==> src/rtl/lvds_ser_pkg.sv <==
`timescale 1ns/1ps
package lvds_ser_pkg;
  localparam int unsigned SLOTS   = 7;
  localparam int unsigned LANES   = 4;
  localparam int unsigned COLOR_W = 8;
  localparam int unsigned SLOT_W  = $clog2(SLOTS);

  typedef enum logic [1:0] {
    MAP_J18  = 2'd0,
    MAP_J24  = 2'd1,
    MAP_V24  = 2'd2,
    MAP_RSVD = 2'd3
  } map_e;

  typedef logic [SLOTS-1:0] frame_t;

  typedef struct packed {
    logic [COLOR_W-1:0] r;
    logic [COLOR_W-1:0] g;
    logic [COLOR_W-1:0] b;
    logic               hs;
    logic               vs;
    logic               de;
  } pixel_t;

  // bit n = slot n
  localparam frame_t CLK_PATTERN = 7'b1100011;
endpackage

==> src/rtl/lvds_slot_seq.sv <==
`timescale 1ns/1ps
module lvds_slot_seq
  import lvds_ser_pkg::*;
#(
  parameter int unsigned N_SLOTS = SLOTS
) (
  input  logic clk_i,
  input  logic rst_ni,
  output logic load_o,
  output logic clk_lane_o,
  output logic strobe_o
);
  localparam int unsigned CW = $clog2(N_SLOTS);
  localparam logic [CW-1:0] LAST = CW'(N_SLOTS - 1);

  logic [CW-1:0] cnt_q, cnt_d;
  logic          clk_q, stb_q;

  assign load_o = (cnt_q == LAST);
  assign cnt_d  = load_o ? '0 : cnt_q + 1'b1;

  // reset parks on the last slot so the first edge after release loads slot 0
  always_ff @(posedge clk_i or negedge rst_ni) begin
    if (!rst_ni) begin
      cnt_q <= LAST;
      clk_q <= 1'b0;
      stb_q <= 1'b0;
    end else begin
      cnt_q <= cnt_d;
      clk_q <= CLK_PATTERN[cnt_d];
      stb_q <= load_o;
    end
  end

  assign clk_lane_o = clk_q;
  assign strobe_o   = stb_q;
endmodule

==> src/rtl/lvds_bit_mapper.sv <==
`timescale 1ns/1ps
module lvds_bit_mapper
  import lvds_ser_pkg::*;
(
  input  map_e                        mode_i,
  input  pixel_t                      pix_i,
  output logic [LANES-1:0][SLOTS-1:0] frames_o,
  output logic [LANES-1:0]            en_o
);
  logic [5:0] r6, g6, b6;
  logic       wide_upper;

  assign wide_upper = (mode_i == MAP_J24);

  // upper-first layout reuses the 18-bit placement on bits [7:2]
  always_comb begin
    if (wide_upper) begin
      r6 = pix_i.r[7:2];
      g6 = pix_i.g[7:2];
      b6 = pix_i.b[7:2];
    end else begin
      r6 = pix_i.r[5:0];
      g6 = pix_i.g[5:0];
      b6 = pix_i.b[5:0];
    end
  end

  always_comb begin
    frames_o[0] = {r6[0], r6[1], r6[2], r6[3], r6[4], r6[5], g6[0]};
    frames_o[1] = {g6[1], g6[2], g6[3], g6[4], g6[5], b6[0], b6[1]};
    frames_o[2] = {b6[2], b6[3], b6[4], b6[5], pix_i.hs, pix_i.vs, pix_i.de};
    unique case (mode_i)
      MAP_J24: frames_o[3] = {pix_i.r[0], pix_i.r[1], pix_i.g[0], pix_i.g[1],
                              pix_i.b[0], pix_i.b[1], 1'b0};
      MAP_V24: frames_o[3] = {pix_i.r[6], pix_i.r[7], pix_i.g[6], pix_i.g[7],
                              pix_i.b[6], pix_i.b[7], 1'b0};
      default: frames_o[3] = '0;
    endcase
  end

  always_comb begin
    unique case (mode_i)
      MAP_J24, MAP_V24: en_o = 4'b1111;
      default:          en_o = 4'b0111;
    endcase
  end
endmodule

==> src/rtl/lvds_lane_shift.sv <==
`timescale 1ns/1ps
module lvds_lane_shift
  import lvds_ser_pkg::*;
#(
  parameter int unsigned N_SLOTS = SLOTS
) (
  input  logic               clk_i,
  input  logic               rst_ni,
  input  logic               load_i,
  input  logic [N_SLOTS-1:0] frame_i,
  output logic               bit_o
);
  logic [N_SLOTS-1:0] sh_q;

  always_ff @(posedge clk_i or negedge rst_ni) begin
    if (!rst_ni)     sh_q <= '0;
    else if (load_i) sh_q <= frame_i;
    else             sh_q <= sh_q >> 1;
  end

  assign bit_o = sh_q[0];
endmodule

==> src/rtl/lvds_pixel_serializer.sv <==
`timescale 1ns/1ps
module lvds_pixel_serializer
  import lvds_ser_pkg::*;
(
  input  logic               clk_i,
  input  logic               rst_ni,
  input  logic [1:0]         mode_i,
  input  logic [COLOR_W-1:0] red_i,
  input  logic [COLOR_W-1:0] green_i,
  input  logic [COLOR_W-1:0] blue_i,
  input  logic               hsync_i,
  input  logic               vsync_i,
  input  logic               de_i,
  output logic [LANES-1:0]   lane_o,
  output logic [LANES-1:0]   lane_en_o,
  output logic               clk_lane_o,
  output logic               frame_strobe_o
);
  pixel_t                      pix;
  logic                        load;
  logic [LANES-1:0][SLOTS-1:0] frames;
  logic [LANES-1:0]            en_d;
  logic [LANES-1:0]            en_q;

  assign pix = '{r: red_i, g: green_i, b: blue_i, hs: hsync_i, vs: vsync_i, de: de_i};

  lvds_slot_seq #(.N_SLOTS(SLOTS)) u_seq (
    .clk_i      (clk_i),
    .rst_ni     (rst_ni),
    .load_o     (load),
    .clk_lane_o (clk_lane_o),
    .strobe_o   (frame_strobe_o)
  );

  lvds_bit_mapper u_map (
    .mode_i   (map_e'(mode_i)),
    .pix_i    (pix),
    .frames_o (frames),
    .en_o     (en_d)
  );

  for (genvar l = 0; l < LANES; l++) begin : g_lane
    lvds_lane_shift #(.N_SLOTS(SLOTS)) u_sh (
      .clk_i   (clk_i),
      .rst_ni  (rst_ni),
      .load_i  (load),
      .frame_i (frames[l]),
      .bit_o   (lane_o[l])
    );
  end

  always_ff @(posedge clk_i or negedge rst_ni) begin
    if (!rst_ni)   en_q <= '0;
    else if (load) en_q <= en_d;
  end

  assign lane_en_o = en_q;
endmodule

==> config.mk <==
export PLATFORM = sky130hd
export DESIGN_NAME = lvds_pixel_serializer
export DESIGN_NICKNAME = d
export VERILOG_FILES = /design/src/rtl/lvds_ser_pkg.sv /design/src/rtl/lvds_slot_seq.sv /design/src/rtl/lvds_bit_mapper.sv /design/src/rtl/lvds_lane_shift.sv /design/src/rtl/lvds_pixel_serializer.sv
export SDC_FILE = /design/constraint.sdc
export NUM_CORES = 1
export LEC_CHECK = 0
export ABC_AREA = 1
export CORE_ASPECT_RATIO = 0.8
export CORE_MARGIN = 10
export CORE_UTILIZATION = 45
export DETAILED_ROUTE_END_ITERATION = 6
export PLACE_DENSITY = 0.82
export SLEW_MARGIN = 10
export SYNTH_ARGS = -nofsm -noshare
export SYNTH_HDL_FRONTEND = slang
export SYNTH_SLANG_ARGS = --single-unit
==> constraint.sdc <==
create_clock -name clk_i -period 1.3 [get_ports clk_i]
set_clock_uncertainty 0.1 [all_clocks]
set_input_delay 0.26 -clock clk_i [delete_from_list [all_inputs] [get_ports clk_i]]
set_output_delay 0.26 -clock clk_i [all_outputs]
set_load 0.02 [all_outputs]
==> reports/results.ini <==
[global_route]
grt_overflow=0
antenna_found_initial=0
grt_usage=0.1199
grt_pass1_vias=1399
grt_use_met2=0.1953
grt.busiest_layer=met2
grt_first_pass_wirelength_mm=6.285
met1_usage=0.1443
grt_util_met3=0.04962
grt_max_degree=36

[timing]
fin_crit_ns=1.263
rsz0062_at_grt=yes
hold_slack_ns=0.2388
worstMarginPinSlew_ns=0.2727
drv_slew=0
final-hold-violation-count=0
maxSlewHeadroom=0.8182
timing.fmax_mhz=791.6
post-route-period-util=0.9717
setup_violations=0
tns_ns=0
setup_ws_ns=0.03674

[floorplan]
start_util=0.4843
row_count=19
die_x_um=89.03
top_level_ports=41
dieHeight_um=75.22
die-area_um2=6697
coreArea_um2=3542

[pwr]
power.switching_w=0.0005615
internal_power_w=0.001704
sequentialPowerShare=0.516
combPwrFrac=0.150
power_frac_clock=0.334
leakage_nw=1.204
power_density_nw_per_um2=984.1
vdd_ir_drop_max_mv=0.5200
swShare=0.2478

[place]
io_buffers=40
routabilityCongestion=0.8269
preCtsSetupSlack_ns=-0.4667
dpl.cell_count=298
hpwlAfterDp_mm=2.838

[layout]
utilization=0.6499
drive_gt1_frac=0.1472
final_nets=298
finalNonFillerCells=307
antenna_cells=0
areaGrowthSynthToFinish_pct=34.21

[setup_path]
end_kind=output port
cpPeakStageDelay_ns=0.37
crit_path_max_fanout=1
worstPathRequired_ns=0.94
cpMaxStageDelayCell=dfrtp_1
path_cells=clkdlybuf4s15_2
crit_buf_inv=1
crit_family=flip-flops
cp.arrival_ns=0.90
crit_path_start_kind=flop
worst-setup-path-type=reg -> out

[route]
wirelength_mm=3.852
vias_per_cell=4.638
drc_errors=0
dr.pass1.iters=4
ant_nets=0
drt_iter0_markers=125
vias=1424
wl_per_cell_um=12.55

[yosys]
synth_edf_count=0
async_reset_ff_frac=1.000
synth_seq_cells=35
synthesis.area_um2=1715
synth.most_common_cell=nand2_1
synth_cell_types=16
avgSynthCellArea_um2=7.658
synth_area_leaders=dfrtp_1 48%, nand2_1 24%, inv_1 6.1%, o21ai_0 6.1%, dfstp_2 3.1%
synth.largest_area_cell=dfrtp_1
synth_top_area_frac=0.4814
yosys_warnings=0
syn_inst=224
synth_top_flop_cell=dfrtp_1
syn-num-nets=258
synthTopCellsByCount=108 x nand2_1, 33 x dfrtp_1, 28 x inv_1
ys_seq_area_frac=0.5120

[clock_tree]
htree_levels=2
cts-buffers-inserted=5
insertion_delay_ns=0.28
ctsHoldBuffers=0
clockBufferDepth=2
root_buffer=clkbuf_8
cts_tree=built
cts_setup_buffers=0
cts.clk_slew.worst_paths_ns=0.07
numClockSinks=35

[run_status]
run_status=complete, no violations

[job]
max-cap-violations=0

[hold_path]
hold_class=in -> async

-- worst paths after layout --
| kind | slack [ns] | start | cells after the start | endpoint |
|---|---|---|---|---|
| min in group clk_i | 0.35 | g_lane[0].u_sh.sh_q[4] | 2 | g_lane[0].u_sh.sh_q[3] |
| setup reg to reg | 0.04 | u_seq.cnt_q[2] | 5 | g_lane[3].u_sh.sh_q[2] |
| hold / removal | 0.24 | rst_ni | 2 | u_seq.clk_lane_o |
| hold reg to reg | 0.35 | g_lane[0].u_sh.sh_q[4] | 2 | g_lane[0].u_sh.sh_q[3] |
| max in group asynchronous | 0.61 | rst_ni | 2 | u_seq.cnt_q[2] |
| setup / recovery | 0.04 | g_lane[3].u_sh.sh_q[0] | 1 | lane_o[3] |
-- stage by stage --
| step | instance area, um^2 | power (W) |
|---|---|---|
| final | 2302 | 0.002266 |
| after global routing | 2302 | 0.002377 |
| after CTS | 2326 | 0.002292 |
| after detailed placement | 2165 | 0.001511 |
| after global placement | 2165 | 0.001501 |
| after floorplan | 1715 | 0.001326 |
-- cell type report --
cell class / instances / area (um^2)
fill: 311 / 1240
sequential: 35 / 878.3
multi-input combinational: 145 / 671.9
timing repair buffer: 49 / 509.2
inverter: 28 / 105.1
clock buffer: 6 / 72.57
tap: 42 / 52.55
clock inverter: 2 / 12.51
-- timing repair --
action                                  in CTS  in global routing
gates cloned                                 1                  0
endpoints found under the hold margin        0                  0
endpoints found under the setup margin      35                 13
resized for setup                           35                 12
-- registers in the layout, indices dropped and copies added, names as in the netlist --
signal	cells
g_lane.u_sh.sh_q	28
u_seq.cnt_q	3
lane_en_o	2
u_seq.clk_lane_o	1
u_seq.strobe_o	1
-- kinds of logic after synthesis --
group	synth area share
and+or+nand+nor	0.2772
buffers and inverters	0.1276
DFF	0.5120
AOI/OAI and AO/OA	0.06127
adders and majority gates	0.02188
-- cells in the final DEF, fill, tap and decap left out, types with 3 or more instances in the layout --
cell type / n
dfrtp_1: 33
nor2_1: 3
nand2_1: 108
buf_4: 4
clkdlybuf4s15_2: 3
buf_12: 4
inv_1: 26
o21ai_0: 19
clkdlybuf4s50_1: 28
nand3_1: 5
clkbuf_2: 5
clkbuf_8: 5
-- per-layer routing --
layer  up-vias  share of wire
li1        744              -
met1       624           0.45
met2        48           0.45
met3         8          0.094
met4         0          0.010
met5         -              0
-- power groups by stage --
| stage | registers, W | clock network [W] | logic, W |
|---|---|---|---|
| 6_report | 0.00117 | 0.000757 | 0.000340 |
| 5_1_grt | 0.00117 | 0.000824 | 0.000380 |
| 4_1_cts | 0.00117 | 0.000775 | 0.000347 |
| 3_5_place_dp | 0.00119 | 0 | 0.000320 |
| 3_3_place_gp | 0.00119 | 0 | 0.000314 |
| 2_1_floorplan | 0.00119 | 0 | 0.000138 |
Note: power is estimated with default switching activity, not from simulation.
